==> config.mk <==
export PLATFORM = sky130hd
export DESIGN_NAME = sdram_powerup_seq
export DESIGN_NICKNAME = d
export VERILOG_FILES = /design/src/rtl/sdram_init_pkg.sv /design/src/rtl/init_wait_timer.sv /design/src/rtl/init_step_ctrl.sv /design/src/rtl/init_pin_driver.sv /design/src/rtl/sdram_powerup_seq.sv
export SDC_FILE = /design/constraint.sdc
export NUM_CORES = 1
export LEC_CHECK = 0
export BUFFER_PORTS_ARGS = -buffer_cell sky130_fd_sc_hd__buf_4
export CORE_MARGIN = 3
export CORE_UTILIZATION = 35
export CTS_CLUSTER_DIAMETER = 40
export DETAILED_ROUTE_END_ITERATION = 7
export GPL_ROUTABILITY_DRIVEN = 0
export REMOVE_ABC_BUFFERS = 1
export SYNTH_ARGS = -nofsm -noshare
export SYNTH_HDL_FRONTEND = slang
export SYNTH_SLANG_ARGS = --single-unit
==> constraint.sdc <==
create_clock -name clk -period 1.7 [get_ports clk]
set_clock_uncertainty 0.05 [all_clocks]
set_input_delay 0.255 -clock clk [delete_from_list [all_inputs] [get_ports clk]]
set_output_delay 0.255 -clock clk [all_outputs]
set_load 0.02 [all_outputs]
==> src/rtl/sdram_init_pkg.sv <==
package sdram_init_pkg;

    localparam int SD_ADDR_W     = 12;
    localparam int SD_BANK_W     = 2;
    localparam int FULL_PAGE_LEN = 256;

    // Command encoding as {cs_n, ras_n, cas_n, we_n}
    typedef enum logic [3:0] {
        CMD_MODE_SET  = 4'b0000,
        CMD_REFRESH   = 4'b0001,
        CMD_PRECHARGE = 4'b0010,
        CMD_NOP       = 4'b0111
    } sd_cmd_e;

    typedef enum logic [2:0] {
        PH_STABLE,
        PH_PRE_WAIT,
        PH_REF_WAIT,
        PH_MODE_WAIT,
        PH_READY
    } init_phase_e;

    // Mode word, most significant field first; bank bits ride on the bank lines
    typedef struct packed {
        logic [1:0] bank;
        logic [1:0] rfu;
        logic       wr_single;
        logic [1:0] test;
        logic [2:0] cas;
        logic       interleave;
        logic [2:0] blen;
    } mode_word_t;

    function automatic logic [2:0] blen_code(input int len);
        case (len)
            1:       return 3'b000;
            2:       return 3'b001;
            4:       return 3'b010;
            8:       return 3'b011;
            default: return 3'b111;
        endcase
    endfunction

    function automatic logic [2:0] cas_code(input int lat);
        return (lat == 3) ? 3'b011 : 3'b010;
    endfunction

    function automatic mode_word_t build_mode(input int lat, input int len,
                                              input bit interleave, input bit single_wr);
        mode_word_t m;
        m.bank       = '0;
        m.rfu        = '0;
        m.test       = '0;
        m.wr_single  = single_wr;
        m.cas        = cas_code(lat);
        m.blen       = blen_code(len);
        m.interleave = interleave && (len != FULL_PAGE_LEN) && (m.blen != 3'b111);
        return m;
    endfunction

    function automatic int max_of(input int a, input int b);
        return (a > b) ? a : b;
    endfunction

endpackage

==> src/rtl/init_wait_timer.sv <==
module init_wait_timer
    import sdram_init_pkg::*;
#(
    parameter int CW        = 16,
    parameter int RESET_VAL = 0
) (
    input  logic          clk,
    input  logic          rst,
    input  logic          load,
    input  logic [CW-1:0] load_val,
    output logic          expired
);
    logic [CW-1:0] cnt;

    always_ff @(posedge clk) begin
        if (rst) begin
            cnt <= CW'(RESET_VAL);
        end else if (load) begin
            cnt <= load_val;
        end else if (cnt != '0) begin
            cnt <= cnt - 1'b1;
        end
    end

    assign expired = (cnt == '0);

endmodule

==> src/rtl/init_step_ctrl.sv <==
module init_step_ctrl
    import sdram_init_pkg::*;
#(
    parameter int CW         = 16,
    parameter int REFS       = 2,
    parameter bit MODE_FIRST = 1'b0,
    parameter int T_RP       = 3,
    parameter int T_RC       = 9,
    parameter int T_MRD      = 2
) (
    input  logic          clk,
    input  logic          rst,
    input  logic          expired,
    output sd_cmd_e       issue_cmd,
    output logic          load,
    output logic [CW-1:0] load_val,
    output logic          go_ready
);
    localparam int RW = $clog2(REFS + 1);
    localparam logic [CW-1:0] GAP_RP  = CW'(T_RP - 1);
    localparam logic [CW-1:0] GAP_RC  = CW'(T_RC - 1);
    localparam logic [CW-1:0] GAP_MRD = CW'(T_MRD - 1);
    localparam logic [RW-1:0] REFS_AFTER_FIRST = RW'(REFS - 1);

    init_phase_e   phase, phase_n;
    logic [RW-1:0] refs_left, refs_left_n;

    always_ff @(posedge clk) begin
        if (rst) begin
            phase     <= PH_STABLE;
            refs_left <= '0;
        end else begin
            phase     <= phase_n;
            refs_left <= refs_left_n;
        end
    end

    always_comb begin
        issue_cmd   = CMD_NOP;
        load        = 1'b0;
        load_val    = '0;
        go_ready    = 1'b0;
        phase_n     = phase;
        refs_left_n = refs_left;
        if (expired) begin
            case (phase)
                PH_STABLE: begin
                    issue_cmd = CMD_PRECHARGE;
                    load      = 1'b1;
                    load_val  = GAP_RP;
                    phase_n   = PH_PRE_WAIT;
                end
                PH_PRE_WAIT: begin
                    load = 1'b1;
                    if (MODE_FIRST) begin
                        issue_cmd = CMD_MODE_SET;
                        load_val  = GAP_MRD;
                        phase_n   = PH_MODE_WAIT;
                    end else begin
                        issue_cmd   = CMD_REFRESH;
                        load_val    = GAP_RC;
                        refs_left_n = REFS_AFTER_FIRST;
                        phase_n     = PH_REF_WAIT;
                    end
                end
                PH_REF_WAIT: begin
                    if (refs_left != '0) begin
                        issue_cmd   = CMD_REFRESH;
                        load        = 1'b1;
                        load_val    = GAP_RC;
                        refs_left_n = refs_left - 1'b1;
                    end else if (!MODE_FIRST) begin
                        issue_cmd = CMD_MODE_SET;
                        load      = 1'b1;
                        load_val  = GAP_MRD;
                        phase_n   = PH_MODE_WAIT;
                    end else begin
                        go_ready = 1'b1;
                        phase_n  = PH_READY;
                    end
                end
                PH_MODE_WAIT: begin
                    if (MODE_FIRST) begin
                        issue_cmd   = CMD_REFRESH;
                        load        = 1'b1;
                        load_val    = GAP_RC;
                        refs_left_n = REFS_AFTER_FIRST;
                        phase_n     = PH_REF_WAIT;
                    end else begin
                        go_ready = 1'b1;
                        phase_n  = PH_READY;
                    end
                end
                default: begin
                    phase_n = PH_READY;
                end
            endcase
        end
    end

endmodule

==> src/rtl/init_pin_driver.sv <==
module init_pin_driver
    import sdram_init_pkg::*;
(
    input  logic                 clk,
    input  logic                 rst,
    input  sd_cmd_e              issue_cmd,
    input  mode_word_t           mode,
    input  logic                 go_ready,
    output logic                 cke,
    output logic                 dqm,
    output sd_cmd_e              cmd,
    output logic [SD_ADDR_W-1:0] addr,
    output logic [SD_BANK_W-1:0] bank,
    output logic                 done
);
    logic [SD_ADDR_W-1:0] addr_n;
    logic [SD_BANK_W-1:0] bank_n;

    always_comb begin
        addr_n = '0;
        bank_n = '0;
        case (issue_cmd)
            CMD_PRECHARGE: addr_n[10] = 1'b1;
            CMD_MODE_SET: begin
                addr_n = mode[SD_ADDR_W-1:0];
                bank_n = mode.bank;
            end
            default: addr_n = '0;
        endcase
    end

    always_ff @(posedge clk) begin
        if (rst) begin
            cke  <= 1'b1;
            dqm  <= 1'b1;
            cmd  <= CMD_NOP;
            addr <= '0;
            bank <= '0;
            done <= 1'b0;
        end else begin
            cke  <= 1'b1;
            dqm  <= 1'b1;
            cmd  <= issue_cmd;
            addr <= addr_n;
            bank <= bank_n;
            done <= done | go_ready;
        end
    end

endmodule

==> src/rtl/sdram_powerup_seq.sv <==
module sdram_powerup_seq
    import sdram_init_pkg::*;
#(
    parameter int CLK_MHZ          = 100,
    parameter int WAIT_US          = 200,
    parameter int REFRESH_COUNT    = 2,
    parameter int CAS_LATENCY      = 2,
    parameter int BURST_LEN        = 4,
    parameter bit BURST_INTERLEAVE = 1'b0,
    parameter bit WRITE_SINGLE     = 1'b0,
    parameter bit MODE_FIRST       = 1'b0,
    parameter int T_RP             = 3,
    parameter int T_RC             = 9,
    parameter int T_MRD            = 2
) (
    input  logic                 clk,
    input  logic                 rst,
    output logic                 sd_cke,
    output logic                 sd_dqm,
    output logic                 sd_cs_n,
    output logic                 sd_ras_n,
    output logic                 sd_cas_n,
    output logic                 sd_we_n,
    output logic [SD_ADDR_W-1:0] sd_addr,
    output logic [SD_BANK_W-1:0] sd_ba,
    output logic                 init_done
);
    localparam int WAIT_CYC = max_of(WAIT_US * CLK_MHZ, 1);
    localparam int REFS     = max_of(REFRESH_COUNT, 2);
    localparam int MAX_GAP  = max_of(max_of(WAIT_CYC, T_RP), max_of(T_RC, T_MRD));
    localparam int CW       = $clog2(MAX_GAP + 1);
    localparam mode_word_t MODE_WORD =
        build_mode(CAS_LATENCY, BURST_LEN, BURST_INTERLEAVE, WRITE_SINGLE);

    logic          expired;
    logic          load;
    logic [CW-1:0] load_val;
    logic          go_ready;
    sd_cmd_e       issue_cmd;
    sd_cmd_e       pin_cmd;

    init_wait_timer #(
        .CW        (CW),
        .RESET_VAL (WAIT_CYC - 1)
    ) u_timer (
        .clk      (clk),
        .rst      (rst),
        .load     (load),
        .load_val (load_val),
        .expired  (expired)
    );

    init_step_ctrl #(
        .CW         (CW),
        .REFS       (REFS),
        .MODE_FIRST (MODE_FIRST),
        .T_RP       (T_RP),
        .T_RC       (T_RC),
        .T_MRD      (T_MRD)
    ) u_ctrl (
        .clk       (clk),
        .rst       (rst),
        .expired   (expired),
        .issue_cmd (issue_cmd),
        .load      (load),
        .load_val  (load_val),
        .go_ready  (go_ready)
    );

    init_pin_driver u_pins (
        .clk       (clk),
        .rst       (rst),
        .issue_cmd (issue_cmd),
        .mode      (MODE_WORD),
        .go_ready  (go_ready),
        .cke       (sd_cke),
        .dqm       (sd_dqm),
        .cmd       (pin_cmd),
        .addr      (sd_addr),
        .bank      (sd_ba),
        .done      (init_done)
    );

    assign {sd_cs_n, sd_ras_n, sd_cas_n, sd_we_n} = pin_cmd;

endmodule

* Word-level counts from Yosys, hierarchy flattened
Cells that the tools add are included.
Word-level totals: flip-flop bits (word level) 37, input bits 2, output and inout port bits 21, logic and storage cells 44
Operators by class: add/subtract/negate cells 2, eq/ne operators 6, mux-type cells 18, bitwise operators 1, reduce and logical (&&, ||, !) cells 10
Operators by type and width (count):
- 15-bit two-way mux | 3
- 15-bit one-hot mux with 3 select lines | 1
- 15-bit zero test | 1
- 15-bit nonzero test | 1
- 15-bit by 1-bit subtractor with 15-bit output, second input constant | 1
- 4-bit one-hot mux with 3 select lines | 1
- 3-bit one-hot mux with 3 select lines | 1
- 4-bit two-way mux | 2
- 3-bit by 2-bit equality test with 1-bit output, second input constant | 2
- 1-bit two-way mux | 6
- 6-bit two-way mux | 1
- 2-bit nonzero test | 3
- 4-bit by 2-bit equality test with 1-bit output, second input constant | 1
- 4-bit zero test | 1
- 2-bit one-hot mux with 2 select lines | 1
- 3-bit by 1-bit equality test with 1-bit output, second input constant | 1
- 3-bit zero test | 1
- 3-bit two-way mux | 1
- 3-bit AND reduction | 1
- 3-bit OR reduction | 1
- 2-bit two-way mux | 1
- 2-bit by 1-bit != test with 1-bit output, second input constant | 1
- 2-bit != test, second input constant | 1
- 2-bit AND reduction | 1
- 2 further kinds | 2

* Logic depth before layout (Yosys ltp)
Gate-level depths: netlist (run 1).
depth after elaboration 6, depth in mapped cells 8, mapped depth without buffers 6

* Modules after synthesis
Synthesis (run 1) repeated with hierarchy kept, for this count alone.
Unflattened totals: cells, all modules 216, area, all modules 1896.8 µm²
By module, submodules not included:
- init_wait_timer | times used 1, cells an instance 110, area an instance 878.3 µm², sequential area each 300.3 µm²
- init_pin_driver | times used 1, cells an instance 47, area an instance 549.3 µm², sequential area each 380.4 µm²
- init_step_ctrl | times used 1, cells an instance 57, area an instance 461.7 µm², sequential area each 100.1 µm²
- sdram_powerup_seq | times used 1, cells an instance 2, area an instance 7.5 µm², sequential area each 0.0 µm²

* Worst setup path after synthesis (run 1)
OpenSTA, ideal clock, no wires.
path type register -> register, start register u_timer.cnt[0], end register u_timer.cnt[7], library setup time 0.071 ns, arrival time 1.615 ns, required time 1.579 ns, setup slack -0.036 ns, stages on the path, launching flop included 8, buffers on the path 1, period minus slack after synthesis 1.736 ns, cells stage by stage dfxtp_1 -> inv_1 -> ha_1 -> nor4b_1 -> and4_1 -> buf_6 -> or4_1 -> a21oi_1
On the way: cells in the longest elaborated chain, start to end 3, elaborated cells on any way between the ends 8, those cells by class add/sub: 1; mux: 4; reduce/logical: 3
Ends and longest elaborated chain:
- start, declared | line init_wait_timer.sv:13 | logic [CW-1:0] cnt;
- start signal, assigned | line init_wait_timer.sv:17 | cnt <= CW'(RESET_VAL);
- start signal, assigned | line init_wait_timer.sv:19 | cnt <= load_val;
- start signal, assigned | line init_wait_timer.sv:21 | cnt <= cnt - 1'b1;
- 15-bit by 1-bit subtractor with 15-bit output / 15-bit zero test (equally long branches) | line init_wait_timer.sv:21, init_wait_timer.sv:25
- 15-bit two-way mux, or another cell as far along | line init_wait_timer.sv:20 | end else if (cnt != '0) begin
- 15-bit two-way mux / 2-bit nonzero test (equally long branches)
Several ways; a longest one is shown, not always the timed one. The select of a mux whose other input is x is not followed. A chain may end at the register's enable or synchronous reset.

* Final worst setup path (run 1)
start register u_timer.cnt[2], end register u_timer.cnt[0]
On the way: cells in the longest elaborated chain, start to end 3, elaborated cells on any way between the ends 6, those cells by class mux: 3; reduce/logical: 3
Ends and longest elaborated chain:
- 15-bit zero test | line init_wait_timer.sv:25 | assign expired = (cnt == '0);
- 15-bit two-way mux / 1-bit two-way mux (equally long branches) | line init_step_ctrl.sv:45 | if (expired) begin
- 15-bit two-way mux / 2-bit nonzero test (equally long branches)
Several ways; a longest one is shown, not always the timed one.

==> results of run 1 <==
==> metal layers <==
metal / up-vias / wire length [microns]
li1: 578 / -
met1: 546 / 1370
met2: 21 / 1480
met3: 2 / 83
met4: 0 / 20
met5: - / 0
==> final timing paths <==
check,start,to,cells after the start
worst max-delay path,u_timer.cnt[2],u_timer.cnt[0],5
worst min-delay path,rst,u_ctrl.refs_left[1],2
worst min register to register,u_pins.done,u_pins.done,2
worst max register to register,u_timer.cnt[2],u_timer.cnt[0],5
==> registers in the layout, summed over array words and instances (netlist names) <==
name              cells
u_pins.addr           2
u_ctrl.phase          3
u_ctrl.refs_left      2
u_pins.cmd            3
u_timer.cnt          15
u_pins.done           1
==> power breakdown <==
| group | switching [uW] | internal, uW |
|---|---|---|
| logic | 61.1 | 28.0 |
| clock network | 199 | 315 |
| registers | 4.58 | 616 |
| total | 264 | 958 |
==> per-stage QoR <==
step | cell area (sq um) | utilization, % | cells | total power (uW) | TNS [ns]
final | 1710 | 48.5 | 230 | 1220 | 0
after global routing | 1710 | 48.5 | 230 | 1260 | -0.354
after CTS | 1600 | 45.6 | 228 | 1220 | -0.000757
after detailed placement | 1480 | 42.0 | 221 | 713 | -1.12
after global placement | 1480 | 42.0 | 221 | 711 | -0.111
after floorplan | 1230 | - | 150 | 680 | -0.262
==> synth_stat cells, types with 4 or more instances <==
library cell	count
dfxtp_1	26
buf_4	15
nor2_1	14
a21oi_1	13
nand2_1	12
nand3_1	9
inv_1	6
o21ai_0	6
or3_1	6
nor2b_1	4
o31ai_1	4
==> cell usage in the layout (no fill, tap or decap), types with 2 or more instances in the layout <==
cell / count
buf_4: 28
nor4_2: 2
a21oi_1: 11
nand4_1: 2
inv_1: 4
nand2b_1: 2
dfxtp_2: 5
nor3_1: 2
nor2_1: 12
nor2_2: 2
a21o_1: 2
or3_1: 5
buf_6: 2
clkbuf_8: 3
nand2_1: 11
o21ai_0: 5
nand3_2: 2
o31ai_1: 4
dfxtp_1: 21
nor2b_1: 4
mux2i_1: 2
nand3_1: 7
inv_2: 2
a21oi_2: 2
conb_1: 14
==> worst register-to-register path, cell delays in order (launching register included) <==
cell and delay [ns]:
dfxtp_2 0.35, nor4_4 0.37, buf_4 0.19, and4_4 0.29, a21oi_1 0.08, a211o_1 0.27
==> cell families after synthesis <==
logic type	share of synthesized area (%)
buffers and inverters	14.0
DFF	38.4
AOI/OAI and AO/OA	13.9
muxes	2.31
other	0.554
adders and majority gates	2.77
and+or+nand+nor	26.8
xor gates and xnor gates	1.29
==> layout make-up <==
cell class / count / area (sq um) / share of cell area [%]
Multi-Input combinational cell: 118 / 798 / 46.7
Clock buffer: 3 / 41.3 / 2.42
Clock inverter: 1 / 30.0 / 1.76
Tap cell: 46 / 57.6 / 3.37
Inverter: 6 / 22.5 / 1.32
Sequential cell: 26 / 527 / 30.8
Timing Repair Buffer: 30 / 233 / 13.6
==> timing repair <==
item	CTS	global route
pin swaps	3	10
gates resized for setup	8	25
hold endpoints to repair	0	0
hold buffers	0	0
buffers inserted	3	3
cloned	0	0
setup endpoints to repair	20	23
==> metrics.md, run 1 <==
| Metric | Value |
|---|---|
| PwrDens | `715 nW/um^2` |
| Status | `complete, no violations` |
| Die width | `68.3 microns` |
| Crit-path max FO | `9` |
| CTS tree | `built` |
| Global route overflow | `0` |
| Row cnt | `21` |
| R2R Setup Slk | `0.004 ns` |
| Critical Path, Cell by Cell | `nor4_4 > buf_4 > and4_4 > a21oi_1 > a211o_1` |
| TritonRoute pass-1 iters | `4` |
| Yosys Warn Count | `0` |
| Post-synth top area share | `38.4%` |
| Synthesis-to-layout area growth | `26.0%` |
| Via count | `1147` |
| Synth Flop Type | `dfxtp_1` |
| Final WL | `2950 microns` |
| Setup WS pre-CTS | `-0.138 ns` |
| Synthesized area | `1360 sq um` |
| Root buffer cell | `clkbuf_8` |
| Worst setup margin | `0.00376 ns` |
| Distinct cells, synth | `41` |
| DR vias/cell | `4.99` |
| Htree depth | `1` |
| Vias in the first global route | `1080` |
| Peak supply drop | `0.305 mV` |
| Core Area | `3520 sq um` |
| Busiest grt layer | `met2` |
| Mapped Avg Cell Area | `8.48 sq um` |
| Critical path class | `reg2reg` |
| Boundary Pins | `23` |
| Die area | `4660 sq um` |
| Pin count of the biggest net entering global routing | `25` |
| Max-cap check violation count | `0` |
| Crit path buffers/inverters | `1` |
| P_leak | `0.000630 uW` |
| Port Buf Inserts | `8` |
| Die Y | `68.3 microns` |
| Top cells by area, synth | `dfxtp_1, buf_4, a21oi_1, nor2_1, nand3_1` |
| Post-Synthesis Cells | `160` |
| Fin. max-slew vios | `0` |
| N_diodes | `0` |
| Worst-Skew Late Latency | `0.27 ns` |
| Top delay family on crit path | `simple AND/OR/NAND/NOR gates` |
| Period minus WS final | `1.70 ns` |
| All-Layer GR Usage | `12.9%` |
| CP peak stage delay | `0.37 ns` |
| Initial Util | `38.5%` |
| Synth area leader | `dfxtp_1` |
| Share of layout cells above drive strength 1 | `34.2%` |
| Maximum buffer depth of the clock tree | `2` |
| Fmax | `0.590 GHz` |
| Drt drc | `0` |
| Clock-pin slew on the worst setup and hold paths | `0.09 ns` |
| CP required | `1.81 ns` |
| CP startpoint kind | `flip-flop` |
| WP data arrival | `1.81 ns` |
| Sequential fraction of the synthesis area | `38.4%` |
| Fillers | `346` |
| RSZ-0062 raised after global routing | `true` |
| Yosys reg bits | `26` |
| EDFF count, synth | `0` |
| Hold WS | `0.281 ns` |
| Slowest stage cell, crit path | `nor4_4` |
| Post-DP HPWL | `1930 microns` |
| Final Hold Fails | `0` |
| Worst min path class | `in2reg` |
| WL per Instance | `12.8 microns` |
| Clock Sinks | `26` |
| Fraction of registers with async set/reset | `0%` |
| Met2 usage | `23.6%` |
| First-pass GRT wire length | `4690 microns` |
| Post-DRT Antenna Nets | `0` |
| Worst setup EP type | `flip-flop` |
| Tcrit/Tclk final | `99.8%` |
| Met1 GRT Util | `15.5%` |
| Global Route met3 Usage | `1.15%` |
| Layout Nets | `190` |
| First DRT Iteration DRCs | `46` |
| Final count of negative-setup-slack endpoints | `0` |
| CTS Buf Count | `3` |
| Initial antenna violation count | `0` |
Power figures use the tool's default switching activity.
==> run 2, diff against run 1 <==
--- a/config.mk
+++ b/config.mk
@@ -6,6 +6,7 @@
 export NUM_CORES = 1
 export LEC_CHECK = 0
 export BUFFER_PORTS_ARGS = -buffer_cell sky130_fd_sc_hd__buf_4
+export CAP_MARGIN = 20
 export CORE_MARGIN = 3
 export CORE_UTILIZATION = 35
 export CTS_CLUSTER_DIAMETER = 40
@@ -14,4 +15,5 @@
 export REMOVE_ABC_BUFFERS = 1
 export SYNTH_ARGS = -nofsm -noshare
 export SYNTH_HDL_FRONTEND = slang
+export SYNTH_HIERARCHICAL = 1
 export SYNTH_SLANG_ARGS = --single-unit
==> metrics.md, run 2 <==
| Metric | Value |
|---|---|
| Status | `finished with violations` |
| Failing checks | `negative setup slack` |
| All-Layer GR Usage | `15.3%` |
| CP startpoint kind | `flip-flop` |
| Hold WS | `0.277 ns` |
| Via count | `1750` |
| Final Hold Fails | `0` |
| Max reg flops | `15` |
| Finished Layout Cells | `377` |
| Die Y | `79.6 microns` |
| Fin. max-slew vios | `0` |
| Row cnt | `26` |
| First DRT Iteration DRCs | `67` |
| Final count of negative-setup-slack endpoints | `24` |
| Top cells by area, synth | `dfxtp_1, buf_4, and3_1, nor2_1, o21ai_0` |
| P_leak | `0.00124 uW` |
| Commonest cells after routing, fill and taps aside | `buf_4, dfxtp_1, conb_1` |
| Hold path depth | `2` |
| WP depth | `9` |
| Setup WS pre-CTS | `-0.413 ns` |
| Synth area leader | `dfxtp_1` |
| Sequential fraction of the synthesis area | `41.2%` |
| Slowest stage cell, crit path | `dfxtp_2` |
| CTS tree | `built` |
| Design area | `2890 sq um` |
| Share of layout cells above drive strength 1 | `43.6%` |
| Synth Flop Type | `dfxtp_1` |
| Fillers | `469` |
| Top cells by count, synth | `dfxtp_1, nor2_1, buf_4` |
| Hold-fix buffers, CTS | `0` |
| Boundary Pins | `23` |
| EDFF count, synth | `0` |
| Clock-pin slew on the worst setup and hold paths | `0.08 ns` |
| PwrDens | `587 nW/um^2` |
| Worst min path class | `in2reg` |
| Synthesis-to-layout area growth | `52.3%` |
| Drt drc | `0` |
| Synthesized area | `1900 sq um` |
| DR vias/cell | `4.64` |
| Initial antenna violation count | `0` |
| Core Area | `5170 sq um` |
| Root buffer cell | `clkbuf_8` |
| Tcrit/Tclk final | `118%` |
| Global route overflow | `0` |
| Placed cell area | `2420 sq um` |
| Post-Synthesis Cells | `216` |
| Yosys Warn Count | `6` |
| Utilization after layout | `55.9%` |
| CP required | `1.86 ns` |
| Htree depth | `2` |
| WP data arrival | `2.17 ns` |
| CTS Buf Count | `5` |
| Critical Path, Cell by Cell | `inv_2 > ha_4 > nor4b_4 > and4_4 > and2b_4 > nand2_4 > buf_6 > or2_4 > nor4_2` |
| Commonest non-fill, non-tap cell in the layout | `buf_4` |
| Max-cap check violation count | `0` |
| WL per Instance | `12.5 microns` |
| Post-synth top area share | `41.2%` |
| First-pass GRT wire length | `7730 microns` |
| Peak supply drop | `0.462 mV` |
| Crit-path max FO | `2` |
| DP Cell Count | `355` |
| Fraction of registers with async set/reset | `0%` |
| Vias in the first global route | `1702` |
| Fmax | `0.498 GHz` |
| Worst setup margin | `-0.310 ns` |
| Initial Util | `36.7%` |
| Top delay family on crit path | `simple AND/OR/NAND/NOR gates` |
| Count leader, synth | `dfxtp_1` |
| Worst setup EP type | `flip-flop` |
| Maximum buffer depth of the clock tree | `2` |
| Layout Nets | `310` |
| Final WL | `4700 microns` |
| Mapped Avg Cell Area | `8.78 sq um` |
| Die width | `79.6 microns` |
| TritonRoute pass-1 iters | `4` |
| Period minus WS final | `2.01 ns` |
| Die area | `6340 sq um` |
| Crit path buffers/inverters | `2` |
| Yosys reg bits | `39` |
| Post-DP HPWL | `3020 microns` |
| RSZ-0062 raised after global routing | `true` |
| Pin count of the biggest net entering global routing | `29` |
| N_diodes | `0` |
| Clock Sinks | `39` |
| CP peak stage delay | `0.33 ns` |
| Top reg by flops | `u_timer/cnt` |
| Post-DRT Antenna Nets | `0` |
| Top flop regs | `u_timer/cnt (15), u_pins/addr (12), u_pins/cmd (4)` |
| Port Buf Inserts | `20` |
| Worst-Skew Late Latency | `0.30 ns` |
| Distinct cells, synth | `56` |
| Critical path class | `reg2reg` |
| Cell count of the worst reg-to-reg path | `9` |
## run 2: cell count changes in the layout (fill, tap and decap cells not counted), sizes merged, moves of 5 or more
cell / before / now
buf: 30 / 81
dfxtp: 26 / 39
nor2: 14 / 19
conb: 14 / 29
and3: 0 / 14
inv: 6 / 12
o21ai: 7 / 14
## run 2: final timing paths
kind / slack [ns] / startpoint / end
worst max-delay path: -0.31 / u_timer/cnt[1] / u_pins/addr[10]
worst min-delay path: 0.28 / rst / u_ctrl/phase[2]
worst max register to register: -0.31 / u_timer/cnt[1] / u_pins/addr[10]
worst min register to register: 0.44 / u_pins/done / u_pins/done
## run 2: repair_timing
| action | CTS | global route |
|---|---|---|
| resized for setup | 44 | 29 |
| buffers inserted | 9 | 7 |
| endpoints found under the setup margin | 26 | 26 |
| pin swaps | 19 | 11 |
## run 2: final cells by class
type / count / area [sq um] / area share, %
tap: 70 / 87.6 / 3.03
inverter: 11 / 53.8 / 1.86
clock buffer: 6 / 82.6 / 2.86
clock inverter: 2 / 13.8 / 0.476
timing repair buffer: 81 / 683 / 23.6
multi-input combinational: 168 / 1180 / 41.0
sequential: 39 / 783 / 27.1
## run 2: kinds of logic (layout without fill, tap and decap cells)
logic type	after synthesis	count (layout)	synth area share, %
other	4	29	0.791
DFF	39	39	41.2
xor gates and xnor gates	2	2	0.924
and+or+nand+nor	84	84	26.1
muxes	3	3	1.65
buffers and inverters	34	100	10.6
adders and majority gates	2	2	1.32
AOI/OAI and AO/OA	48	48	17.5
## run 2: power breakdown
group	internal [uW]	switching [uW]	leakage (uW)
combinational	42.1	48.2	0.000876
clock	332	348	0.0000516
sequential	921	6.41	0.000315
total	1290	402	0.00124
## run 2: metal layers
| metal | vias up | wire length, microns | GRT usage, % |
|---|---|---|---|
| met3 | 7 | 151 | 3.72 |
| met1 | 812 | 2140 | 18.6 |
| li1 | 904 | - | - |
| met4 | 0 | 75 | 5.67 |
| met2 | 27 | 2330 | 26.0 |
| met5 | - | 0 | 0 |
## run 2: stage by stage
step | setup TNS (ns) | total power, uW
final | -4.20 | 1700
after global routing | -5.58 | 1760
after CTS | -3.10 | 1700
after detailed placement | -6.59 | 1010
after global placement | -4.18 | 1010
after floorplan | -15.59 | 983
==> run 3, diff against run 2 <==
--- a/config.mk
+++ b/config.mk
@@ -11,8 +11,9 @@
 export CORE_UTILIZATION = 35
 export CTS_CLUSTER_DIAMETER = 40
 export DETAILED_ROUTE_END_ITERATION = 7
-export GPL_ROUTABILITY_DRIVEN = 0
+export GPL_ROUTABILITY_DRIVEN = 1
 export REMOVE_ABC_BUFFERS = 1
+export SKIP_CTS_REPAIR_TIMING = 1
 export SYNTH_ARGS = -nofsm -noshare
 export SYNTH_HDL_FRONTEND = slang
 export SYNTH_HIERARCHICAL = 1
==> metrics.md, run 3 (synthesized netlist as in run 2, its figures left out) <==
| Metric | Value |
|---|---|
| Failing checks | `negative setup slack` |
| WP depth | `9` |
| Hold WS | `0.284 ns` |
| DR vias/cell | `4.58` |
| CTS Buf Count | `5` |
| Worst-Skew Late Latency | `0.29 ns` |
| All-Layer GR Usage | `14.2%` |
| Final Hold Fails | `0` |
| Die Y | `79.6 microns` |
| HP Start | `rst` |
| CTS tree | `built` |
| Die width | `79.6 microns` |
| Design area | `2800 sq um` |
| Crit-path max FO | `2` |
| Maximum buffer depth of the clock tree | `2` |
| RePlAce Congestion | `0.874` |
| Placed cell area | `2420 sq um` |
| Vias in the first global route | `1618` |
| Tcrit/Tclk final | `118%` |
| Cell count of the worst reg-to-reg path | `9` |
| First DRT Iteration DRCs | `80` |
| PwrDens | `601 nW/um^2` |
| RSZ-0062 raised after global routing | `true` |
| Max-cap check violation count | `0` |
| Row cnt | `26` |
| Commonest cells after routing, fill and taps aside | `buf_4, dfxtp_1, conb_1` |
| Clock Sinks | `39` |
| Global route overflow | `0` |
| Top reg by flops | `u_timer/cnt` |
| WP data arrival | `2.17 ns` |
| P_leak | `0.00120 uW` |
| Period minus WS final | `2.01 ns` |
| Fmax | `0.498 GHz` |
| Critical path class | `reg2reg` |
| Root buffer cell | `clkbuf_8` |
| Total negative slack | `-3.27 ns` |
| Status | `finished with violations` |
| Synthesis-to-layout area growth | `47.5%` |
| Worst setup margin | `-0.308 ns` |
| Layout Nets | `306` |
| Crit path buffers/inverters | `2` |
| Share of layout cells above drive strength 1 | `41.9%` |
| CP startpoint kind | `flip-flop` |
| Core Area | `5170 sq um` |
| Final WL | `4490 microns` |
| Peak supply drop | `0.506 mV` |
| CP peak stage delay | `0.33 ns` |
| CP required | `1.86 ns` |
| Commonest non-fill, non-tap cell in the layout | `buf_4` |
| Drt drc | `0` |
| Initial Util | `36.7%` |
| First-pass GRT wire length | `7170 microns` |
| Worst min path class | `in2reg` |
| Worst setup EP type | `flip-flop` |
| Initial antenna violation count | `0` |
| Top delay family on crit path | `simple AND/OR/NAND/NOR gates` |
| Top flop regs | `u_timer/cnt (15), u_pins/addr (12), u_pins/cmd (4)` |
| Via count | `1707` |
| WL per Instance | `12.0 microns` |
| Fin. max-slew vios | `0` |
| TritonRoute pass-1 iters | `4` |
| Port Buf Inserts | `20` |
| Critical Path, Cell by Cell | `inv_2 > ha_4 > nor4b_4 > and4_4 > and2b_4 > nand2_4 > buf_4 > or2_1 > nor4_2` |
| Final count of negative-setup-slack endpoints | `22` |
| Setup crit start | `u_timer/cnt[1]` |
| N_diodes | `0` |
| Post-DRT Antenna Nets | `0` |
| Htree depth | `2` |
| Boundary Pins | `23` |
| Hold path depth | `2` |
| Pin count of the biggest net entering global routing | `29` |
| Post-DP HPWL | `3020 microns` |
| Die area | `6340 sq um` |
| FF-to-FF Start | `u_timer/cnt[1]` |
| Slowest stage cell, crit path | `dfxtp_2` |
| Max reg flops | `15` |
| Clock-pin slew on the worst setup and hold paths | `0.08 ns` |
## run 3: cell types whose count changed in the layout (fill, tap and decap cells not counted), moves of 2 or more
cell     change
a21oi_1      +2
a21oi_2      -2
buf_4        +4
buf_6        -7
nor4_2       +2
o21ai_0      +2
o21ai_4      -2
## run 3: final cells by class
| type | instances | area, sq um |
|---|---|---|
| Tap cell | 70 | 87.6 |
| Clock buffer | 6 | 82.6 |
| Multi-Input combinational cell | 168 | 1160 |
| Timing Repair Buffer | 77 | 619 |
| Fill cell | 481 | 2370 |
| Clock inverter | 2 | 13.8 |
| Inverter | 11 | 48.8 |
| Sequential cell | 39 | 783 |
## run 3: layer usage
| metal | GRT usage (%) | vias up | wire [microns] |
|---|---|---|---|
| li1 | - | 890 | - |
| met1 | 17.3 | 788 | 2050 |
| met2 | 23.8 | 24 | 2250 |
| met3 | 3.72 | 5 | 141 |
| met4 | 5.15 | 0 | 53 |
| met5 | 0 | - | 0 |
## run 3: through the flow
| step | worst slack [ns] | total power, uW | cells | util [%] |
|---|---|---|---|---|
| after floorplan | -1.03 | 983 | 218 | - |
| after global placement | -0.295 | 1010 | 355 | 46.8 |
| final | -0.308 | 1680 | 373 | 54.1 |
| after CTS | -0.444 | 1680 | 363 | 48.7 |
| after detailed placement | -0.413 | 1010 | 355 | 46.8 |
| after global routing | -0.358 | 1750 | 373 | 54.1 |
## run 3: power breakdown
part | switching, uW | internal, uW | leakage (uW) | total, uW
Combinational | 46.0 | 37.1 | 0.000838 | 83.1
Sequential | 6.06 | 921 | 0.000315 | 927
Clock | 339 | 332 | 0.0000516 | 670
Total | 391 | 1290 | 0.00120 | 1680
## run 3: final timing paths
kind,to,slack (ns)
setup / recovery,u_pins/addr[10],-0.31
hold / removal,u_ctrl/phase[2],0.28
setup reg to reg,u_pins/addr[10],-0.31
hold reg to reg,u_pins/done,0.44
